$ cat src/rtl/lwbus_master.sv
module lwbus_master #(
  parameter int AW = 32,
  parameter int HW = 3
) (
  input  logic          clk,
  input  logic          rst_n,
  input  logic          req_valid,
  output logic          req_ready,
  input  logic [AW-1:0] req_addr,
  input  logic [1:0]    req_size,
  input  logic          req_line,
  input  logic [HW-1:0] hold_cfg,
  output logic          bus_start,
  output logic [AW-1:0] bus_addr,
  output logic          bus_rnw,
  output logic [1:0]    bus_size,
  output logic [3:0]    bus_lanes,
  output logic          bus_tip,
  output logic          bus_samp,
  input  logic          bus_ack,
  input  logic          bus_noburst,
  input  logic [31:0]   bus_data,
  output logic          rsp_valid,
  output logic [31:0]   rsp_data,
  output logic [1:0]    rsp_beat,
  output logic          rsp_last
);

  typedef enum logic [1:0] {S_IDLE, S_ADDR, S_DATA} st_t;

  st_t           st;
  logic [HW-1:0] hold;
  logic          seen;
  logic [1:0]    beat;
  logic          line;
  logic          fb;
  logic [AW-1:0] base;
  logic [1:0]    sz_q;

  logic open_w, term, fin, take;

  assign open_w = (st == S_DATA) && (hold == '0);
  assign term   = open_w && bus_ack;
  assign fin    = term && (!line || beat == 2'd3);

  assign req_ready = (st == S_IDLE) || fin;
  assign take      = req_valid && req_ready;

  assign bus_start = (st == S_ADDR);
  assign bus_tip   = (st != S_IDLE);
  assign bus_samp  = open_w && !seen;
  assign bus_rnw   = 1'b1;

  assign bus_size = line ? (fb ? 2'b00 : 2'b11) : sz_q;
  assign bus_addr = line ? {base[AW-1:4], base[3:2] + (fb ? beat : 2'd0), 2'b00} : base;

  always_comb begin
    case (bus_size)
      2'b01:   bus_lanes = 4'b1000 >> base[1:0];
      2'b10:   bus_lanes = base[1] ? 4'b0011 : 4'b1100;
      default: bus_lanes = 4'b1111;
    endcase
  end

  always_ff @(posedge clk) begin
    if (!rst_n) begin
      st        <= S_IDLE;
      hold      <= '0;
      seen      <= 1'b0;
      beat      <= 2'd0;
      line      <= 1'b0;
      fb        <= 1'b0;
      base      <= '0;
      sz_q      <= 2'b00;
      rsp_valid <= 1'b0;
      rsp_data  <= '0;
      rsp_beat  <= 2'd0;
      rsp_last  <= 1'b0;
    end else begin
      rsp_valid <= term;
      if (term) begin
        rsp_data <= bus_data;
        rsp_beat <= beat;
        rsp_last <= !line || beat == 2'd3;
      end

      if (st == S_ADDR) begin
        st   <= S_DATA;
        hold <= hold_cfg;
        seen <= 1'b0;
      end else if (st == S_DATA) begin
        if (hold != '0) hold <= hold - HW'(1);
        if (open_w) seen <= 1'b1;
        if (term) begin
          if (fin) begin
            st <= S_IDLE;
          end else begin
            beat <= beat + 2'd1;
            if (fb || (beat == 2'd0 && bus_noburst)) begin
              fb <= 1'b1;
              st <= S_ADDR;
            end
          end
        end
      end

      if (take) begin
        st   <= S_ADDR;
        base <= req_addr;
        sz_q <= req_line ? 2'b00 : req_size;
        line <= req_line;
        fb   <= 1'b0;
        beat <= 2'd0;
      end
    end
  end

endmodule

$ cat config.mk
export PLATFORM = sky130hd
export DESIGN_NAME = lwbus_master
export DESIGN_NICKNAME = d
export VERILOG_FILES = /design/src/rtl/lwbus_master.sv
export SDC_FILE = /design/constraint.sdc
export NUM_CORES = 1
export LEC_CHECK = 0
export ABC_CLOCK_PERIOD_IN_PS = 4610
export CAP_MARGIN = 25
export CORE_ASPECT_RATIO = 2
export CORE_UTILIZATION = 47
export CTS_BUF_LIST = sky130_fd_sc_hd__clkbuf_4 sky130_fd_sc_hd__clkbuf_8
export DETAILED_ROUTE_END_ITERATION = 10
export HOLD_SLACK_MARGIN = 0.12
export PLACE_DENSITY = 0.88
export SLEW_MARGIN = 5
export SYNTH_ARGS = -nofsm -noshare
export SYNTH_HDL_FRONTEND = slang
export SYNTH_SLANG_ARGS = --single-unit
$ cat constraint.sdc
create_clock -name clk -period 4.61 [get_ports clk]
set_input_delay 0.461 -clock clk [delete_from_list [all_inputs] [get_ports clk]]
set_output_delay 0.461 -clock clk [all_outputs]
set_load 0.005 [all_outputs]
## Word-level counts from Yosys, hierarchy flattened

Cells that the tools add are included.

| storage, ports and cells | value |
|---|---|
| memories | 0 |
| bits in registers | 80 |
| RAM bits | 0 |
| latch bits | 0 |
| memory bits (read-only) | 0 |
| logic and storage cells | 72 |
| output and inout port bits | 79 |
| bits of input ports | 75 |

| operators by class | value |
|---|---|
| multiply operators | 0 |
| muxes and demuxes | 16 |
| add/subtract/negate cells | 3 |
| shift-type cells | 1 |
| reduce and logical (&&, ||, !) cells | 31 |
| divide/modulo/power cells | 0 |
| equality and inequality tests | 5 |
| bitwise gates (word level) | 3 |
| order comparisons | 0 |

Operators with widths:

| cell | number |
|---|---|
| two-way mux 2 bit | 9 |
| nonzero test 3 bit | 4 |
| two-way mux 3 bit | 3 |
| two-way mux 4 bit | 2 |
| one-hot mux 4 bit (2 select lines) | 1 |
| nonzero test 2 bit | 4 |
| equality test 2 bit (second input constant) | 3 |
| logical AND 1 bit | 6 |
| AND reduction 3 bit | 2 |
| AND reduction 5 bit | 1 |
| equality test 2 x 1 -> 1 bit (second input constant) | 2 |
| zero test 2 bit | 2 |
| AND reduction 2 bit | 2 |
| AND reduction 4 bit | 1 |
| nonzero test 4 bit | 1 |
| OR reduction 2 bit | 2 |
| >> shifter 4 x 2 -> 4 bit (first input constant) | 1 |
| zero test 3 bit | 1 |
| logical OR 1 bit | 3 |
| inverter 1 bit | 3 |
| subtractor 3 x 1 -> 3 bit (second input constant) | 1 |
| adder 2 x 1 -> 2 bit (second input constant) | 1 |
| adder 2 bit | 1 |
| zero test 1 bit | 2 |
| two-way mux 1 bit | 1 |

## Longest topological paths before layout

| logic depth | value |
|---|---|
| depth in word-level cells | 9 |
| mapped depth | 8 |
| depth with buffers taken out | 7 |

## Worst setup path after synthesis

Ideal clock, no wire load.

| path | value |
|---|---|
| kind | reg2out |
| start point | register line |
| end point | output port bus_lanes[0] |
| required time | 4.149 ns |
| arrival time | 1.289 ns |
| cell stages (with the launch flop) | 7 |
| slack | 2.860 ns |
| cells stage by stage | dfxtp_1 > buf_2 > o21ai_0 > inv_1 > ha_1 > a21o_1 > a21o_1 |

| between the ends | value |
|---|---|
| word-level cells in the longest chain between the ends | 3 |

RTL lines:

| element | RTL line | text |
|---|---|---|
| from (decl) | 35 | `logic line;` |
| from (signal assigned) | 111 | `line <= req_line;` |
| two-way mux 2 bit * | 54 | `assign bus_size = line ? (fb ? 2'b00 : 2'b11) : sz_q;` |
| named net bus_size[0] | 16 | `output logic [1:0] bus_size,` |
| equality test 2 bit / equality test 2 x 1 -> 1 bit (equally long branches) | 58 | `case (bus_size)` |
| one-hot mux 4 bit (2 select lines) * | 58 |  |
| to (decl) | 17 | `output logic [3:0] bus_lanes,` |

Mark *: on every way through the listed nets, which the timed path passes. The rest lies on a longest branch.

## Final worst setup path

| path | value |
|---|---|
| start point | register hold[0] |
| end point | output port req_ready |

| between the ends | value |
|---|---|
| word-level cells in the longest chain between the ends | 5 |

RTL lines:

| element | RTL line | text |
|---|---|---|
| from (decl) | 32 | `logic [HW-1:0] hold;` |
| from (signal assigned) | 89 | `hold <= hold_cfg;` |
| from (signal assigned) | 92 | `if (hold != '0) hold <= hold - HW'(1);` |
| zero test 3 bit | 42 | `assign open_w = (st == S_DATA) && (hold == '0);` |
| logical AND 1 bit | 42 |  |
| logical AND 1 bit | 43 | `assign term = open_w && bus_ack;` |
| logical AND 1 bit | 44 | `assign fin = term && (!line \|\| beat == 2'd3);` |
| logical OR 1 bit | 46 | `assign req_ready = (st == S_IDLE) \|\| fin;` |
| to (decl) | 8 | `output logic req_ready,` |

Every way passes these cells.

==> results.json <==
{
  "start_kind": "flip-flop",
  "yosys_warnings": 0,
  "place.gp.congestion": 0.767,
  "nets": 629,
  "max_cap_viol_count": 0,
  "fillCellCount": 602,
  "synth_area_per_cell_um2": 8.40,
  "synthCells": 432,
  "ir_drop_mv": 0.242,
  "totalWireLength_um": 8390,
  "antenna_found_initial": 0,
  "cts_buffer_depth": 2,
  "core_mm2": 0.00754,
  "globalRouteOverflowTotal": 0,
  "required_ps": 4150,
  "slew_headroom_pct": 56.7,
  "r2r_start": "hold[0]",
  "cp_top_family": "buffers and inverters",
  "grt_pass1_vias": 3168,
  "synthArstFlopShare_pct": 0,
  "post-route-drc-count": 0,
  "rsz0062_at_grt": "false",
  "grt_pass1_wl_um": 13900,
  "boundaryPins": 154,
  "synth.net_count": 517,
  "crit_start": "hold[0]",
  "ctsResizeCount": 0,
  "synth_cell_types": 38,
  "fp.dieW_um": 64.1,
  "slowest_delay_ps": 510,
  "fp.dieH_um": 126,
  "worstSkewPairLatency_ps": 350,
  "powerDensity_mw_per_mm2": 306,
  "drtPass1Iterations": 4,
  "yosysSeqAreaShare_pct": 44.1,
  "numCtsBuffers": 9,
  "fmax_mhz": 358,
  "cp.depth": 7,
  "wl_per_cell_um": 13.1,
  "drt_iter0_drc": 142,
  "post-cts-setup-buffers": 0,
  "synth_area_mm2": 0.00363,
  "synthFlopType": "dfxtp_1",
  "synth_edf_count": 0,
  "worstPathArrival_ps": 2330,
  "cts-root-buf": "clkbuf_8",
  "ys_ff_latch": 80,
  "worstPathCellList": "inv_1, ha_1, and4b_1, buf_4, nand2b_1, nand2_1, clkdlybuf4s50_1",
  "hold_start": "rsp_data[27]",
  "vias": 3161,
  "slowest_stage": "clkdlybuf4s50_1",
  "holdBufCountCts": 0,
  "grt_max_degree": 74,
  "skew_ps": 12.8,
  "hold-path-cell-count": 2,
  "start_util_pct": 48.1,
  "critical_path_class": "reg2out",
  "ff2ff_path_depth": 6,
  "vias_per_cell": 4.92,
  "worst-path-buf-inv": 3,
  "worst-slew-pin-transition_ps": 650,
  "die-area_mm2": 0.00810,
  "finalHoldViolCount": 0,
  "area_growth_pct": 40.9,
  "track_usage_pct": 21.7,
  "post-route-period-util_pct": 60.6,
  "regArea_mm2": 0.00160,
  "hold_path.class": "reg2reg",
  "cts_sinks": 80,
  "finalCriticalPeriod_ps": 2800,
  "hpwl_um": 6140,
  "tns_ps": 0,
  "p_total_mw": 1.57,
  "rows": 45,
  "status": "finished, final reports clean",
  "drive_gt1_share_pct": 4.56,
  "tritoncts": "done",
  "clkTransAtPathRegs_ps": 70,
  "h-tree-depth": 3,
  "antenna_left": 0,
  "slew_viol_final": 0,
  "multi_input_area_mm2": 0.00160,
  "p_leak_nw": 1.95,
  "cp-end-kind": "output port",
  "crit_fanout": 38,
  "setup_viol": 0,
  "diodes": 0,
  "portBuffers": 152
}
-- cell usage after synthesis, types with 3 or more instances --
| master | n | area [um2] |
|---|---|---|
| nand2_1 | 141 | 529 |
| nand2b_1 | 3 | 18.8 |
| clkbuf_1 | 15 | 56.3 |
| a21o_1 | 3 | 22.5 |
| inv_1 | 14 | 52.6 |
| buf_4 | 29 | 218 |
| mux2i_1 | 35 | 350 |
| dfxtp_1 | 80 | 1600 |
| a21oi_1 | 44 | 220 |
| nor2_1 | 6 | 22.5 |
| ha_1 | 10 | 125 |
| o21ai_0 | 10 | 50.1 |
| nor2b_1 | 3 | 18.8 |
| buf_2 | 7 | 35.0 |
| buf_12 | 3 | 60.1 |
-- layer usage --
layer / track usage [%] / vias up / wire [um]
li1: - / 1602 / -
met1: 22.4 / 1435 / 3220
met2: 39.0 / 109 / 4420
met3: 6.79 / 15 / 562
met4: 9.67 / 0 / 176
met5: 0 / - / 0
-- worst register-to-register path, delay by kind of cell, from the launching register on --
kind            cells  cell delay (ps)
buf+inv             2              620
simple gates        1              520
compound gates      1              420
flops               1              330
fa+ha+maj           1              280
mux                 1              280
-- worst paths after layout --
path | endpoint | slack, ps
worst max-delay path | req_ready | 1810
worst max register to register | base[18] | 2090
worst min-delay path | rsp_data[27] | 450
worst min register to register | rsp_data[27] | 450
-- kinds of logic (layout without fill, tap and decap cells) --
group | after synthesis | after routing | share of synthesized area [%]
mux | 36 | 36 | 9.96
buf+inv | 69 | 185 | 11.9
xor+xnor | 1 | 1 | 0.241
simple gates | 169 | 169 | 19.9
other cells | 1 | 1 | 0.103
flops | 80 | 80 | 44.1
fa+ha+maj | 10 | 10 | 3.45
compound gates | 66 | 66 | 10.3
-- through the flow --
| step | hold slack (ps) | instances | setup slack (ps) | instance area, um2 | util [%] |
|---|---|---|---|---|---|
| 6_report | 455 | 642 | 1810 | 5110 | 67.8 |
| 5_1_grt | 479 | 642 | 1580 | 5110 | 67.8 |
| 4_1_cts | 458 | 642 | 1770 | 5110 | 67.8 |
| 3_5_place_dp | 448 | 627 | 1780 | 4940 | 65.5 |
| 3_3_place_gp | 440 | 626 | 1850 | 4910 | 65.1 |
| 2_1_floorplan | 432 | 432 | 2860 | 3630 | - |
-- flip-flops by register name, summed over array words and instances, names as in the netlist --
register,flops
base,32
rsp_data,32
hold,3
beat,2
rsp_beat,2
st,2
sz_q,2
fb,1
line,1
rsp_last,1
rsp_valid,1
seen,1
-- report_power, final --
group          internal (mW)  leakage, nW  switching, mW
Clock                  0.206       0.0841          0.241
Sequential             0.731        0.651         0.0254
Combinational          0.214         1.22          0.148
-- layout by cell type (no fill, tap or decap), types with 2 or more instances in the layout --
cell type	netlist	routed
a21o_1	3	3
a21oi_1	44	44
a311oi_1	2	2
and2_1	2	2
buf_4	29	3
clkbuf_8	0	10
clkdlybuf4s50_1	0	151
clkinv_2	0	2
clkinvlp_4	0	2
dfxtp_1	80	80
ha_1	10	10
inv_1	14	14
mux2i_1	35	35
nand2_1	141	141
nand2b_1	3	3
nand3_1	2	2
nand3b_1	2	2
nor2_1	6	6
nor2b_1	3	3
nor3_1	2	2
o21ai_0	10	10
or3b_2	2	2
-- layout make-up --
| cell class | instances | area share, % |
|---|---|---|
| clock buffers | 10 | 2.69 |
| inverters | 14 | 1.03 |
| multi-input cells | 283 | 31.4 |
| well taps | 94 | 2.30 |
| flip-flops and latches | 80 | 31.3 |
| clock inverters | 5 | 0.661 |
| repair buffers | 156 | 30.6 |
No activity file was read; power rests on OpenSTA's default activity.
